File: config.mk
export PLATFORM = sky130hd
export DESIGN_NAME = memsel_decoder
export DESIGN_NICKNAME = d
export VERILOG_FILES = /design/src/rtl/memsel_pkg.sv /design/src/rtl/memsel_cfg_reg.sv /design/src/rtl/memsel_range_match.sv /design/src/rtl/memsel_priority.sv /design/src/rtl/memsel_decoder.sv
export SDC_FILE = /design/constraint.sdc
export NUM_CORES = 1
export LEC_CHECK = 0
export CORE_ASPECT_RATIO = 1.1
export CORE_MARGIN = 2
export CORE_UTILIZATION = 31
export DETAILED_ROUTE_END_ITERATION = 7
export PLACE_DENSITY = 0.85
export SLEW_MARGIN = 20
export SYNTH_ARGS = -nofsm -noshare
export SYNTH_HDL_FRONTEND = slang
export SYNTH_HIERARCHICAL = 1
export SYNTH_SLANG_ARGS = --single-unit
export TNS_END_PERCENT = 10
File: constraint.sdc
create_clock -name clk -period 1.6 [get_ports clk]
set_clock_uncertainty 0.2 [all_clocks]
set_input_delay 0.24 -clock clk [delete_from_list [all_inputs] [get_ports clk]]
set_output_delay 0.24 -clock clk [all_outputs]
set_load 0.03 [all_outputs]
File: src/rtl/memsel_pkg.sv
// Shared constants for the memory select decoder.
// Assumes an 8-bit mapping register and three regions indexed in priority order.
package memsel_pkg;
    localparam int CFG_W        = 8;
    localparam int NREG         = 3;
    // region index doubles as priority (lower index wins)
    localparam int RG_SRAM      = 0;
    localparam int RG_BOOT      = 1;
    localparam int RG_MAIN      = 2;
    // mapping register bit positions
    localparam int B_SRAM_CODE  = 0;
    localparam int B_BOOT_CODE  = 1;
    localparam int B_MAIN_CODE  = 2;
    localparam int B_BOOT_DATA  = 3;
    localparam int B_MAIN_DATA  = 4;
    localparam int B_PIO_FLASH  = 7;
    localparam logic [CFG_W-1:0] CFG_KEEP = 8'h9F;

    typedef struct packed {
        logic code_en;
        logic data_en;
    } space_en_t;
endpackage

File: src/rtl/memsel_cfg_reg.sv
// Space-mapping register in the control window.
// Assumes the window offset is compared on the low address bits and the reset is synchronous.
module memsel_cfg_reg
    import memsel_pkg::*;
#(
    parameter int               OFS_W     = 8,
    parameter logic [OFS_W-1:0] CFG_OFS   = 8'hC2,
    parameter logic [CFG_W-1:0] CFG_RESET = 8'hE9
) (
    input  logic             clk,
    input  logic             rst_n,
    input  logic             win_sel,
    input  logic             win_wr,
    input  logic [OFS_W-1:0] win_ofs,
    input  logic [CFG_W-1:0] win_wdata,
    output logic [CFG_W-1:0] cfg,
    output logic [CFG_W-1:0] rdata
);
    localparam logic [CFG_W-1:0] RESET_VAL = CFG_RESET & CFG_KEEP;

    logic hit;
    logic wr_en;

    // offset decode of the window access
    always_comb begin
        hit   = win_sel && (win_ofs == CFG_OFS);
        wr_en = hit && win_wr;
    end

    // register update: reset value, or masked write data
    always_ff @(posedge clk) begin
        if (!rst_n)
            cfg <= RESET_VAL;
        else if (wr_en)
            cfg <= win_wdata & CFG_KEEP;
    end

    // readback mux, zero when the window does not address the register
    always_comb begin
        rdata = hit ? cfg : '0;
    end

    a_r2_unused_zero: assert property (@(posedge clk) disable iff (!rst_n)
        cfg[6:5] == 2'b00);
    a_r2_write_lands: assert property (@(posedge clk) disable iff (!rst_n)
        (win_sel && win_wr && win_ofs == CFG_OFS) |=> cfg == ($past(win_wdata) & CFG_KEEP));
    a_r2_hold: assert property (@(posedge clk) disable iff (!rst_n)
        !(win_sel && win_wr && win_ofs == CFG_OFS) |=> $stable(cfg));
endmodule

File: src/rtl/memsel_range_match.sv
// Inclusive address range comparator for one region.
// Assumes LO <= HI; the result is purely combinational.
module memsel_range_match #(
    parameter int                ADDR_W = 16,
    parameter logic [ADDR_W-1:0] LO     = '0,
    parameter logic [ADDR_W-1:0] HI     = '1
) (
    input  logic [ADDR_W-1:0] addr,
    output logic              hit
);
    // bounds compare
    always_comb begin
        hit = (addr >= LO) && (addr <= HI);
    end
endmodule

File: src/rtl/memsel_priority.sv
// Fixed-priority picker: the lowest-index request wins.
// Assumes request bit 0 has the highest priority.
module memsel_priority #(
    parameter int N = 3
) (
    input  logic [N-1:0] req,
    output logic [N-1:0] gnt
);
    // scan from the highest priority and stop at the first request
    always_comb begin
        logic taken;
        taken = 1'b0;
        gnt   = '0;
        for (int i = 0; i < N; i++) begin
            if (req[i] && !taken) begin
                gnt[i] = 1'b1;
                taken  = 1'b1;
            end
        end
    end
endmodule

File: src/rtl/memsel_decoder.sv
// Memory select decoder: range hit, space qualification, flash PIO gate, fixed priority.
// Assumes active-high strobes and that the control window is exclusive of memory accesses.
module memsel_decoder
    import memsel_pkg::*;
#(
    parameter int                ADDR_W    = 16,
    parameter int                OFS_W     = 8,
    parameter logic [OFS_W-1:0]  CFG_OFS   = 8'hC2,
    parameter logic [7:0]        CFG_RESET = 8'hE9,
    parameter logic [ADDR_W-1:0] SRAM_LO   = 16'h8000,
    parameter logic [ADDR_W-1:0] SRAM_HI   = 16'h87FF,
    parameter logic [ADDR_W-1:0] BOOT_LO   = 16'h6000,
    parameter logic [ADDR_W-1:0] BOOT_HI   = 16'h9FFF,
    parameter logic [ADDR_W-1:0] MAIN_LO   = 16'h0000,
    parameter logic [ADDR_W-1:0] MAIN_HI   = 16'h7FFF
) (
    input  logic              clk,
    input  logic              rst_n,
    input  logic [ADDR_W-1:0] addr,
    input  logic              code_fetch,
    input  logic              data_rd,
    input  logic              data_wr,
    input  logic              pio_mode,
    input  logic              ctl_sel,
    input  logic              ctl_wr,
    input  logic [7:0]        ctl_wdata,
    output logic [7:0]        ctl_rdata,
    output logic              sel_sram,
    output logic              sel_boot,
    output logic              sel_main
);
    localparam logic [NREG*ADDR_W-1:0] LO_VEC = {MAIN_LO, BOOT_LO, SRAM_LO};
    localparam logic [NREG*ADDR_W-1:0] HI_VEC = {MAIN_HI, BOOT_HI, SRAM_HI};

    logic [CFG_W-1:0] cfg;
    logic [NREG-1:0]  hit;
    logic [NREG-1:0]  cand;
    logic [NREG-1:0]  gnt;
    space_en_t        sp [NREG];
    logic             data_acc;
    logic             flash_ok;

    memsel_cfg_reg #(
        .OFS_W     (OFS_W),
        .CFG_OFS   (CFG_OFS),
        .CFG_RESET (CFG_RESET)
    ) u_cfg (
        .clk       (clk),
        .rst_n     (rst_n),
        .win_sel   (ctl_sel),
        .win_wr    (ctl_wr),
        .win_ofs   (addr[OFS_W-1:0]),
        .win_wdata (ctl_wdata),
        .cfg       (cfg),
        .rdata     (ctl_rdata)
    );

    // one range comparator per region
    for (genvar g = 0; g < NREG; g++) begin : g_rng
        memsel_range_match #(
            .ADDR_W (ADDR_W),
            .LO     (LO_VEC[g*ADDR_W +: ADDR_W]),
            .HI     (HI_VEC[g*ADDR_W +: ADDR_W])
        ) u_rng (
            .addr (addr),
            .hit  (hit[g])
        );
    end

    // per-region space enables taken from the mapping register
    always_comb begin
        sp[RG_SRAM] = '{code_en: cfg[B_SRAM_CODE], data_en: 1'b1};
        sp[RG_BOOT] = '{code_en: cfg[B_BOOT_CODE], data_en: cfg[B_BOOT_DATA]};
        sp[RG_MAIN] = '{code_en: cfg[B_MAIN_CODE], data_en: cfg[B_MAIN_DATA]};
    end

    // access class and flash gate for PIO mode
    always_comb begin
        data_acc = data_rd || data_wr;
        flash_ok = !pio_mode || cfg[B_PIO_FLASH];
    end

    // candidate set: in range, enabled for the access space, not blocked
    for (genvar g = 0; g < NREG; g++) begin : g_cand
        logic gate;
        assign gate = (g == RG_SRAM) ? 1'b1 : flash_ok;
        always_comb begin
            cand[g] = hit[g] && !ctl_sel && gate &&
                      ((code_fetch && sp[g].code_en) || (data_acc && sp[g].data_en));
        end
    end

    memsel_priority #(.N(NREG)) u_pri (
        .req (cand),
        .gnt (gnt)
    );

    // output naming
    always_comb begin
        sel_sram = gnt[RG_SRAM];
        sel_boot = gnt[RG_BOOT];
        sel_main = gnt[RG_MAIN];
    end

    a_r5_onehot: assert property (@(posedge clk) disable iff (!rst_n)
        $onehot0({sel_main, sel_boot, sel_sram}));
    a_r6_no_strobe: assert property (@(posedge clk) disable iff (!rst_n)
        !(code_fetch || data_rd || data_wr) |-> !(sel_sram || sel_boot || sel_main));
    a_r6_window: assert property (@(posedge clk) disable iff (!rst_n)
        ctl_sel |-> !(sel_sram || sel_boot || sel_main));
    a_r7_pio_block: assert property (@(posedge clk) disable iff (!rst_n)
        (pio_mode && !cfg[B_PIO_FLASH]) |-> !(sel_boot || sel_main));
    a_r5_sram_first: assert property (@(posedge clk) disable iff (!rst_n)
        (data_rd && !ctl_sel && addr >= SRAM_LO && addr <= SRAM_HI) |-> sel_sram);
endmodule

==> flow_summary.toml <==
[outcome]
run_status = "finished, violations left"
violations = "negative setup slack"

[hold_path]
hp-start = "ctl_wdata[4]"
whs_endpoint = "u_cfg/cfg[4]"
hold_class = "in -> reg"
worstHoldPathCells = 3

[clock_tree]
path_clk_slew_ps = 40
cts_root_buf = "clkbuf_4"
clk_latency_ps = 240
numCtsBuffers = 3
cts_buffer_depth = 2
cts_tree = "built"
cts-htree-levels = 1
cts_sinks = 6
cts_hold_buf = 0

[setup_path]
critPathRequiredTime_ps = 1160
rr_endpoint = "u_cfg/cfg[7]"
rr_worst_depth = 3
reg2reg_setup_slack_ps = 620
cp.arrival_ps = 1450
cp-end-kind = "primary output"
path_class = "reg -> out"
startpoint_type = "flop"
cp-startpoint = "u_cfg/cfg[1]"
crit_fanout = 2
crit-reg2reg-launch = "u_cfg/cfg[7]"

[final_layout]
reg_top3 = "u_cfg/cfg: 6 flops"
num_antenna_cells = 0
largest_reg_flops = 6
syn_to_final_growth_pct = 122
drive_gt1_frac = 0.570
top_register = "u_cfg/cfg"
nNetsFinal = 148
final_area_um2 = 1100
stdcell_count = 131

[timing]
fin_crit_sh = 1.18
rsz0062_at_grt = "yes"
timing.final.ws_setup_ps = -285
period_needed_ps = 1890
report.final.slew_viol_count = 0
hold_ws_ps = 351
hold_viol = 0
clock.fmax_mhz = 530
setup_viol = 9

[placement]
dp_cells = 126
place_hpwl_mm = 1.23
gp_congestion = 0.861
place_area_um2 = 976
portBuffers = 35

[synthesis]
yosysWarnings = 6
synth.avg_cell_area_um2 = 8.24
netlist_instances = 60
synthesis.area_um2 = 494

[die]
dieArea_um2 = 1930
die_w_um = 42.1
core_um2 = 1540
io_pins = 43
start_util = 0.321
die_y_um = 45.9
fp-row-count = 15

[global_route]
grt_pass1_wl_mm = 2.95
grt_remaining_overflow = 0
grt.total_usage = 0.214
grt_pass1_vias = 664
grt_max_degree = 13
grt_antenna_before_repair = 0

[detailed_routing]
viasPerCell = 4.76
initialDrtViolationCount = 4
vias = 623
wl_mm = 1.94
ant_nets = 0
avgRoutedWirePerCell_um = 14.8
drc = 0
first_pass_iters = 4

[power]
power_density_nw_per_um2 = 387
p_leak_nw = 0.480
irDropWorstVdd_mv = 0.263

[run]
maxCapViolCount = 0
worst max-delay path, stage by stage (launching register included):
cell       delay (ps)
dfxtp_2           330
nand2_2            70
a2111oi_4         370
buf_4             170
nor2b_4           130
buf_6             130
layout by cell type, fill, tap and decap left out, types with 2 or more instances in the layout:
cell	n
buf_2	4
nor2b_4	2
dfxtp_1	3
and2_4	6
buf_6	11
dlygate4sd2_1	9
nand2_1	8
conb_1	2
clkdlybuf4s15_1	2
nand2b_4	2
clkdlybuf4s50_1	8
nor4_4	2
clkbuf_4	3
inv_1	3
nor2b_1	6
nor3b_2	2
o21ai_2	2
mux2i_1	6
dfxtp_2	3
buf_4	18
worst max-delay path by stage:
stage	to	slack, ps	cells past startpoint
after detailed placement	sel_main	-930	7
after floorplan	sel_boot	-50	5
after CTS	sel_boot	-270	5
after global placement	sel_main	-950	5
after global routing	sel_boot	-340	5
final	sel_boot	-290	5
repair_timing:
item | CTS | global route
gates resized for setup | 78 | 2
buffers inserted | 2 | 0
endpoints found under the setup margin | 15 | 15
endpoints found under the hold margin | 0 | 0
pin swaps | 14 | 1
report_power, final:
part	total (mW)	internal (mW)	switching (mW)
clock network	0.139	0.0848	0.0538
registers	0.150	0.150	0.0000795
logic	0.136	0.0787	0.0577
layout make-up:
cell class | instances | area (um2)
clock buffers | 3 | 22.5
fillers | 119 | 440
inverters | 4 | 15.0
multi-input cells | 47 | 438
flip-flops and latches | 6 | 124
well taps | 17 | 21.3
repair buffers | 54 | 478
metal layers:
layer,GRT usage,routed length (um),part of all wire
met5,0,0,0
met4,0.125,20,0.010
met3,0.0476,140,0.072
met2,0.413,1070,0.55
met1,0.213,710,0.37
stage by stage:
step	worst slack, ps	util	total power [mW]	setup TNS [ps]
after floorplan	-49.0	-	0.195	-284
after CTS	-267	0.711	0.427	-1410
after detailed placement	-928	0.634	0.280	-7930
after global routing	-340	0.714	0.449	-1990
final	-285	0.714	0.425	-1590
after global placement	-948	0.634	0.276	-7320
(Power assumes the default switching activity.)
